File: src/rtl/ic_pkg.sv
package ic_pkg;
    typedef enum logic [1:0] {
        EDGE_OFF  = 2'd0,
        EDGE_RISE = 2'd1,
        EDGE_FALL = 2'd2,
        EDGE_BOTH = 2'd3
    } edge_sel_e;

    typedef enum logic {
        PIN_LOW  = 1'b0,
        PIN_HIGH = 1'b1
    } pin_state_e;

    typedef enum logic [2:0] {
        ACT_IDLE     = 3'd0,
        ACT_PUSH     = 3'd1,
        ACT_CAP      = 3'd2,
        ACT_SNAP     = 3'd3,
        ACT_SNAP_CAP = 3'd4
    } chan_act_e;

    typedef enum logic [1:0] {
        SEL_CAP      = 2'd0,
        SEL_HOLD     = 2'd1,
        SEL_ACC      = 2'd2,
        SEL_ACC_HOLD = 2'd3
    } rd_sel_e;
endpackage

File: src/rtl/ic_edge_fsm.sv
module ic_edge_fsm
    import ic_pkg::*;
(
    input  logic       clk,
    input  logic       rst_n,
    input  logic       pin_i,
    input  logic [1:0] cfg_i,
    output logic       edge_o
);
    logic        meta_q;
    logic        sync_q;
    pin_state_e  state_q;
    pin_state_e  state_d;
    logic        rise;
    logic        fall;
    edge_sel_e   sel;

    assign sel = edge_sel_e'(cfg_i);

    // two-flop synchronizer
    always_ff @(posedge clk or negedge rst_n) begin
        if (!rst_n) begin
            meta_q <= 1'b0;
            sync_q <= 1'b0;
        end else begin
            meta_q <= pin_i;
            sync_q <= meta_q;
        end
    end

    // state register
    always_ff @(posedge clk or negedge rst_n) begin
        if (!rst_n) state_q <= PIN_LOW;
        else        state_q <= state_d;
    end

    // next state and edge outputs
    always_comb begin
        state_d = state_q;
        rise    = 1'b0;
        fall    = 1'b0;
        unique case (state_q)
            PIN_LOW: begin
                if (sync_q) begin
                    state_d = PIN_HIGH;
                    rise    = 1'b1;
                end
            end
            PIN_HIGH: begin
                if (!sync_q) begin
                    state_d = PIN_LOW;
                    fall    = 1'b1;
                end
            end
            default: state_d = PIN_LOW;
        endcase
    end

    always_comb begin
        unique case (sel)
            EDGE_OFF:  edge_o = 1'b0;
            EDGE_RISE: edge_o = rise;
            EDGE_FALL: edge_o = fall;
            EDGE_BOTH: edge_o = rise | fall;
            default:   edge_o = 1'b0;
        endcase
    end


    edge_off_chk: assert property (@(posedge clk) disable iff (!rst_n)
        (sel == EDGE_OFF) |-> !edge_o);
endmodule

File: src/rtl/ic_chan.sv
module ic_chan
    import ic_pkg::*;
#(
    parameter int TW = 16,
    parameter int AW = 8
) (
    input  logic          clk,
    input  logic          rst_n,
    input  logic          edge_i,
    input  logic [TW-1:0] timer_i,
    input  logic          mode_latch_i,
    input  logic          latch_evt_i,
    output logic [TW-1:0] cap_o,
    output logic [TW-1:0] hold_o,
    output logic [AW-1:0] acc_o,
    output logic [AW-1:0] acc_hold_o
);
    localparam logic [AW-1:0] ACC_MAX = {AW{1'b1}};
    localparam logic [AW-1:0] ACC_ONE = AW'(1);

    logic [TW-1:0] cap_q, hold_q;
    logic [AW-1:0] acc_q, acch_q;
    logic [AW-1:0] acc_inc;
    chan_act_e     act;

    assign acc_inc = (acc_q == ACC_MAX) ? acc_q : acc_q + ACC_ONE;

    // action decode
    always_comb begin
        act = ACT_IDLE;
        if (!mode_latch_i) begin
            if (edge_i) act = ACT_PUSH;
        end else begin
            unique case ({latch_evt_i, edge_i})
                2'b01:   act = ACT_CAP;
                2'b10:   act = ACT_SNAP;
                2'b11:   act = ACT_SNAP_CAP;
                default: act = ACT_IDLE;
            endcase
        end
    end

    always_ff @(posedge clk or negedge rst_n) begin
        if (!rst_n) begin
            cap_q  <= '0;
            hold_q <= '0;
            acc_q  <= '0;
            acch_q <= '0;
        end else begin
            unique case (act)
                ACT_IDLE: ;
                ACT_PUSH: begin
                    hold_q <= cap_q;
                    cap_q  <= timer_i;
                    acc_q  <= acc_inc;
                end
                ACT_CAP: begin
                    cap_q <= timer_i;
                    acc_q <= acc_inc;
                end
                ACT_SNAP: begin
                    hold_q <= cap_q;
                    acch_q <= acc_q;
                    acc_q  <= '0;
                end
                ACT_SNAP_CAP: begin
                    hold_q <= cap_q;
                    acch_q <= acc_q;
                    cap_q  <= timer_i;
                    acc_q  <= ACC_ONE;
                end
                default: ;
            endcase
        end
    end

    assign cap_o      = cap_q;
    assign hold_o     = hold_q;
    assign acc_o      = acc_q;
    assign acc_hold_o = acch_q;


    push_hold_chk: assert property (@(posedge clk) disable iff (!rst_n)
        (edge_i && !mode_latch_i) |=> (hold_o == $past(cap_o)));

    latch_hold_stable_chk: assert property (@(posedge clk) disable iff (!rst_n)
        (edge_i && mode_latch_i && !latch_evt_i) |=> ($stable(hold_o) && $stable(acc_hold_o)));

    snap_acc_chk: assert property (@(posedge clk) disable iff (!rst_n)
        (mode_latch_i && latch_evt_i) |=> (acc_hold_o == $past(acc_o)));

    queue_evt_ignored_chk: assert property (@(posedge clk) disable iff (!rst_n)
        (!mode_latch_i) |=> $stable(acc_hold_o));

    acc_mono_chk: assert property (@(posedge clk) disable iff (!rst_n)
        !(mode_latch_i && latch_evt_i) |=> (acc_o >= $past(acc_o)));

    coincide_chk: assert property (@(posedge clk) disable iff (!rst_n)
        (edge_i && mode_latch_i && latch_evt_i) |=> (acc_o == ACC_ONE && hold_o == $past(cap_o)));
endmodule

File: src/rtl/ic_capture_bank.sv
module ic_capture_bank
    import ic_pkg::*;
#(
    parameter int NCH = 4,
    parameter int TW  = 16,
    parameter int AW  = 8,
    localparam int CW = (NCH > 1) ? $clog2(NCH) : 1
) (
    input  logic             clk,
    input  logic             rst_n,
    input  logic             mode_latch,
    input  logic [2*NCH-1:0] edge_cfg,
    input  logic [NCH-1:0]   pin_i,
    input  logic [TW-1:0]    timer_i,
    input  logic             latch_evt,
    input  logic [CW+1:0]    rd_addr,
    output logic [TW-1:0]    rd_data
);
    logic [TW-1:0] cap_w  [NCH];
    logic [TW-1:0] hold_w [NCH];
    logic [AW-1:0] acc_w  [NCH];
    logic [AW-1:0] acch_w [NCH];
    logic [NCH-1:0] edge_w;

    for (genvar g = 0; g < NCH; g++) begin : g_ch
        ic_edge_fsm u_edge (
            .clk    (clk),
            .rst_n  (rst_n),
            .pin_i  (pin_i[g]),
            .cfg_i  (edge_cfg[2*g +: 2]),
            .edge_o (edge_w[g])
        );
        ic_chan #(.TW(TW), .AW(AW)) u_chan (
            .clk          (clk),
            .rst_n        (rst_n),
            .edge_i       (edge_w[g]),
            .timer_i      (timer_i),
            .mode_latch_i (mode_latch),
            .latch_evt_i  (latch_evt),
            .cap_o        (cap_w[g]),
            .hold_o       (hold_w[g]),
            .acc_o        (acc_w[g]),
            .acc_hold_o   (acch_w[g])
        );
    end

    logic [CW-1:0] ch;
    rd_sel_e       sel;
    assign ch  = rd_addr[CW+1:2];
    assign sel = rd_sel_e'(rd_addr[1:0]);

    always_comb begin
        rd_data = '0;
        unique case (sel)
            SEL_CAP:      rd_data = cap_w[ch];
            SEL_HOLD:     rd_data = hold_w[ch];
            SEL_ACC:      rd_data = TW'(acc_w[ch]);
            SEL_ACC_HOLD: rd_data = TW'(acch_w[ch]);
            default:      rd_data = '0;
        endcase
    end
endmodule

File: config.mk
export PLATFORM = sky130hd
export DESIGN_NAME = ic_capture_bank
export DESIGN_NICKNAME = d
export VERILOG_FILES = /design/src/rtl/ic_pkg.sv /design/src/rtl/ic_edge_fsm.sv /design/src/rtl/ic_chan.sv /design/src/rtl/ic_capture_bank.sv
export SDC_FILE = /design/constraint.sdc
export NUM_CORES = 1
export LEC_CHECK = 0
export BUFFER_PORTS_ARGS = -buffer_cell sky130_fd_sc_hd__buf_2
export CAP_MARGIN = 20
export CELL_PAD_IN_SITES_DETAIL_PLACEMENT = 1
export CELL_PAD_IN_SITES_GLOBAL_PLACEMENT = 2
export CORE_ASPECT_RATIO = 1.2
export CORE_UTILIZATION = 40
export DETAILED_ROUTE_END_ITERATION = 16
export MAX_ROUTING_LAYER = met4
export PLACE_DENSITY = 0.86
export SKIP_CTS_REPAIR_TIMING = 1
export SLEW_MARGIN = 15
export SYNTH_ARGS = -nofsm -noshare
export SYNTH_HDL_FRONTEND = slang
export SYNTH_SLANG_ARGS = --single-unit
File: constraint.sdc
create_clock -name clk -period 3 [get_ports clk]
set_input_delay 0.9 -clock clk [delete_from_list [all_inputs] [get_ports clk]]
set_output_delay 0.9 -clock clk [all_outputs]
set_load 0.05 [all_outputs]
Word level (Yosys, flattened, before mapping)
Cells that the tools add are included.
Widths: inputs -> output; s select.
{ "op_classes": {"addsub": 4, "order_cmp": 1, "n_eq_ne": 51, "n_mux": 53, "bitwise": 5, "n_reduce_logical": 29} }
{ "ops": {"columns": ["op", "n"], "rows": [
  ["$pmux 8 s3", 4],
  ["$bmux 16 s2", 2],
  ["$mux 16", 4],
  ["$mux 8", 8],
  ["$pmux 16 s4", 1],
  ["$eq 2x2->1 const B", 18],
  ["$pmux 3 s3", 4],
  ["$add 8x1->8 const B", 4],
  ["$bmux 8 s2", 2],
  ["$eq 8x8->1 const B", 4],
  ["$eq 3x2->1 const B", 8],
  ["$reduce_or 3->1", 8],
  ["$mux 1", 20],
  ["$eq 2x1->1 const B", 9],
  ["$pmux 1 s4", 4],
  ["$reduce_or 2->1", 8],
  ["$eq 3x1->1 const B", 4],
  ["$eq 3x3->1 const B", 4],
  ["$mux 3", 4],
  ["$reduce_bool 3->1", 4],
  ["$logic_not 2->1", 5],
  ["$ne 2x2->1 const B", 4],
  ["$reduce_and 2->1", 4],
  ["$or 1x1->1", 4],
  ["2 further kinds", 2]
]} }
{ "totals": {"reg_bits": 204, "wordCells": 171} }

Logic depth before layout (Yosys ltp)
{ "depth": {"word_depth": 11, "ltp_mapped": 13} }

Hierarchy
From an unflattened synthesis, not the netlist that was laid out.
{ "hier_totals": {"cells_unflattened": 800, "area_unflattened_um2": 10416.2} }
{ "by_module_without_submodules": {"columns": ["module", "n_inst", "cells_each", "area_per_inst_um2"], "rows": [
  ["ic_chan (g_ch[0].u_chan ...)", 3, 154, 2082.0],
  ["ic_chan (g_ch[3].u_chan)", 1, 168, 2114.5],
  ["ic_capture_bank", 1, 122, 1520.2],
  ["ic_edge_fsm", 4, 12, 133.9]
]} }

Worst setup path after synthesis
OpenSTA, ideal clock, no wires.
{ "synth_timing": {"kind": "in2out", "start": "in rd_addr[3]", "end": "out rd_data[14]", "t_arrival_ps": 2361, "t_required_ps": 2100, "slack_ps": -261, "stages": 6, "n_path_buf": 3, "cell_sequence": "buf_4 > buf_4 > buf_2 > mux4_2 > mux2i_1 > nor2_1"} }
{ "synth_via": {"elab_chain_cells": 5, "elab_cells_between_ends": 8, "cone_classes": "7 x mux; 1 x bitwise"} }
{ "synth_rtl": {"columns": ["element", "line", "text"], "rows": [
  ["from (decl)", "ic_capture_bank.sv:16", "input logic [CW+1:0] rd_addr,"],
  ["$not 2->3 (implied by the code) *", "ic_capture_bank.sv:55, ic_capture_bank.sv:56", null],
  ["$bmux 16 s2, on equally long branches", "ic_capture_bank.sv:56, ic_capture_bank.sv:55", null],
  ["$mux 16, on equally long branches (2 in series)", "ic_capture_bank.sv:56, ic_capture_bank.sv:55", null],
  ["$pmux 16 s4 *", "ic_capture_bank.sv:54", "unique case (sel)"],
  ["to (decl)", "ic_capture_bank.sv:17", "output logic [TW-1:0] rd_data"]
]} }
Every way passes the cells marked *; elsewhere a longest branch is shown, timed or not. The select of a mux whose other input is x is not followed.

Final worst setup path
{ "layout_timing": {"start": "in rd_addr[2]", "end": "out rd_data[3]"} }
{ "layout_via": {"elab_chain_cells": 5, "elab_cells_between_ends": 14, "cone_classes": "13 x mux; 1 x bitwise"} }
{ "layout_rtl": {"columns": ["element", "line", "text"], "rows": [
  ["$not 2->3 (implied by the code) *", null, null],
  ["$bmux 8 s2, or another cell as far along", "ic_capture_bank.sv:58", "SEL_ACC_HOLD: rd_data = TW'(acch_w[ch]);"],
  ["$mux 8 (implied by the code), or another cell as far along (2 in series)", "ic_capture_bank.sv:58", null],
  ["$pmux 16 s4 *", "ic_capture_bank.sv:54", null]
]} }
Marks and branches as above.

==> results.cfg <==
[sta]
tightest_slew_ns = 0.663
fin_ws_ns = -0.293
drv_slew = 0
finalHoldViolations = 0
fin_skew_ns = 0.0266
finalSetupTns_ns = -3.11
setup_viol = 16
fin_crit_ns = 3.29
slew_headroom = 0.556
fmax_ghz = 0.304
rsz0062_at_grt = yes
period_share = 1.10

[place]
portBuffers = 51
gp_congestion = 0.790
place_area_um2 = 11800
hpwl_um = 19400

[detailed_routing]
drc = 0
dr.pass1.iters = 4
wl_per_cell_um = 22.7
ant_nets = 0
num_vias = 7038
drt_wl_total_um = 28400
first_iter_violations = 308
via_per_inst = 5.62

[logic_synthesis]
synth_top_area_cell = dfrtp_1
syn_area_um2 = 10700
synth_common_cells = dfrtp_1, nand2_1, mux2_4
syn-num-nets = 854
post-synth-top-count-cell = dfrtp_1
syn_inst = 798
ys_types = 66
synth_edf_count = 0
synth-async-reset-ratio = 1.00
ys_ff_latch = 204
netlist_top_cells_area = dfrtp_1, mux4_2, mux2_4, mux2_2, nand2_1
seq_area_frac_synth = 0.478
avgSynthCellArea_um2 = 13.4
synth_top_area_share = 0.478
ys_warn_count = 0
synthFlopType = dfrtp_1

[clocking]
clk_latency_ns = 0.52
clockRootBuffer = clkbuf_16
cts.sinks = 204
clk_pin_slew_ns = 0.05
cts_buffers = 23
cts_tree = yes
htreeDepth = 1
cts_buffer_depth = 3

[global_route]
grt.busiest_layer = met2
grt_pass1_vias = 7940
grt_max_degree = 64
track_usage = 0.222
grt_use_met3 = 0.0288
use_met1 = 0.274
grt_pass1_wl_um = 45200
grt-ovfl-total = 0
grt.met2_usage = 0.369
antenna_found_initial = 0

[pwr]
power_mw = 10.2
switching_share = 0.315
leakagePower_nw = 5.64
p_sw_mw = 3.22
share_seq_of_total_power = 0.395
clkPwrFrac = 0.302
peakVddDrop_uv = 347
power_density_nw_per_um2 = 799
p_int_mw = 7.02
p_comb_frac = 0.303

[setup_path]
crit_arrival_ns = 2.39
crit_start = rd_addr[2]
timing.rr.start = g_ch[3].u_edge.sync_q
r2r-end = g_ch[3].u_chan.cap_o[1]
worst_r2r_path_depth = 12
ff2ff_setup_slack_ns = 0.27
path_max_fanout = 7
critical_path_class = in -> out
start_kind = input pin
cp_data_required_time_ns = 2.10
worstSetupEndpointType = primary output

[floorplanning]
initial_utilization = 0.407
die_w_um = 151
rows = 65
die_area_um2 = 27400
die-height_um = 181
io_pins = 52
core_area_um2 = 26300

[layout]
final_area_um2 = 12800
layout-drive-gt1-share = 0.403
fin_nets = 956
num_antenna_cells = 0
syn2layout_area_growth_pct = 20.0

[outcome]
outcome = finished with violations
violations = setup timing

[min_path]
worstHoldStart = g_ch[0].u_edge.meta_q
whs_endpoint = g_ch[0].u_edge.sync_q
whs_path_depth = 0
hp-class = reg -> reg

[job]
cap_viol_max_count = 0
-- cell families (layout without fill, tap and decap cells) --
kind of cell               after synthesis  count (layout)  share of synthesized area
DFF                                    204             204                      0.478
muxes                                  194             194                      0.283
and+or+nand+nor                        191             191                     0.0866
AOI/OAI and AO/OA                      115             115                     0.0880
buffers and inverters                   72             191                     0.0391
adders and majority gates               20              20                     0.0234
xor gates and xnor gates                 2               2                    0.00164
-- worst max-delay path: stages --
cell	delay [ns]
buf_12	0.11
buf_12	0.14
mux4_2	0.52
mux4_2	0.52
buf_8	0.18
-- power groups by stage --
stage / logic, mW / registers, mW / clock network (mW)
2_1_floorplan: 2.06 / 3.90 / 0
3_3_place_gp: 2.85 / 4.05 / 0
3_5_place_dp: 2.96 / 4.08 / 0
4_1_cts: 2.99 / 4.04 / 3.15
5_1_grt: 3.34 / 4.12 / 3.26
6_report: 3.10 / 4.04 / 3.10
-- registers in the layout (all words and copies together), names as in the netlist --
register / count
g_ch.u_chan.acc_hold_o: 32
g_ch.u_chan.acc_o: 32
g_ch.u_chan.cap_o: 64
g_ch.u_chan.hold_o: 64
g_ch.u_edge.meta_q: 4
g_ch.u_edge.state_q: 4
g_ch.u_edge.sync_q: 4
-- worst max-delay path by stage --
stage | endpoint | slack (ns) | depth (start not counted)
6_report | rd_data[3] | -0.29 | 5
5_1_grt | rd_data[3] | -0.30 | 5
4_1_cts | rd_data[3] | -0.42 | 5
3_5_place_dp | rd_data[3] | -0.39 | 5
3_3_place_gp | rd_data[3] | -0.37 | 5
2_1_floorplan | rd_data[0] | -0.03 | 3
-- metrics by stage --
stage          cells  worst slack, ns  hold slack, ns   util
6_report        1252           -0.293           0.346  0.488
4_1_cts         1249           -0.420           0.349  0.479
2_1_floorplan    798          -0.0345           0.331      -
3_3_place_gp    1207           -0.373           0.334  0.448
3_5_place_dp    1207           -0.385           0.336  0.448
5_1_grt         1252           -0.304           0.354  0.488
-- metal layers --
metal  part of all wire  up-vias  routed length (um)
met5                  0        -                   0
met3              0.036       53                1030
met2               0.51      137               14400
met4              0.034        0                 969
met1               0.42     3722               11900
li1                   -     3126                   -
-- final cells by class --
class | count | area (um^2)
multi-input cells | 522 | 5160
inverters | 29 | 109
clock inverters | 10 | 181
clock buffers | 32 | 649
fillers | 2662 | 13500
repair buffers | 120 | 1180
well taps | 335 | 419
flip-flops and latches | 204 | 5100
-- layout by cell type, fill, tap and decap left out, types with 5 or more instances in the layout --
cell type,count
ha_1,20
o311ai_2,6
nand3b_1,6
o22a_1,5
dfrtp_1,204
buf_6,15
mux2_4,50
o21a_1,9
nand3_1,24
bufinv_16,5
or2_2,5
mux2i_1,5
and3_1,13
o21ai_0,21
nor2b_1,10
mux2_1,30
buf_2,32
buf_12,18
nand2_1,94
nor2_2,9
clkbuf_1,5
mux4_2,56
inv_1,27
o22ai_1,7
nor2_1,10
buf_4,48
mux2_2,49
o21ai_2,7
a21oi_1,15
clkbuf_8,5
clkbuf_16,26
a31oi_1,7
Note: power is estimated with default switching activity, not from simulation.
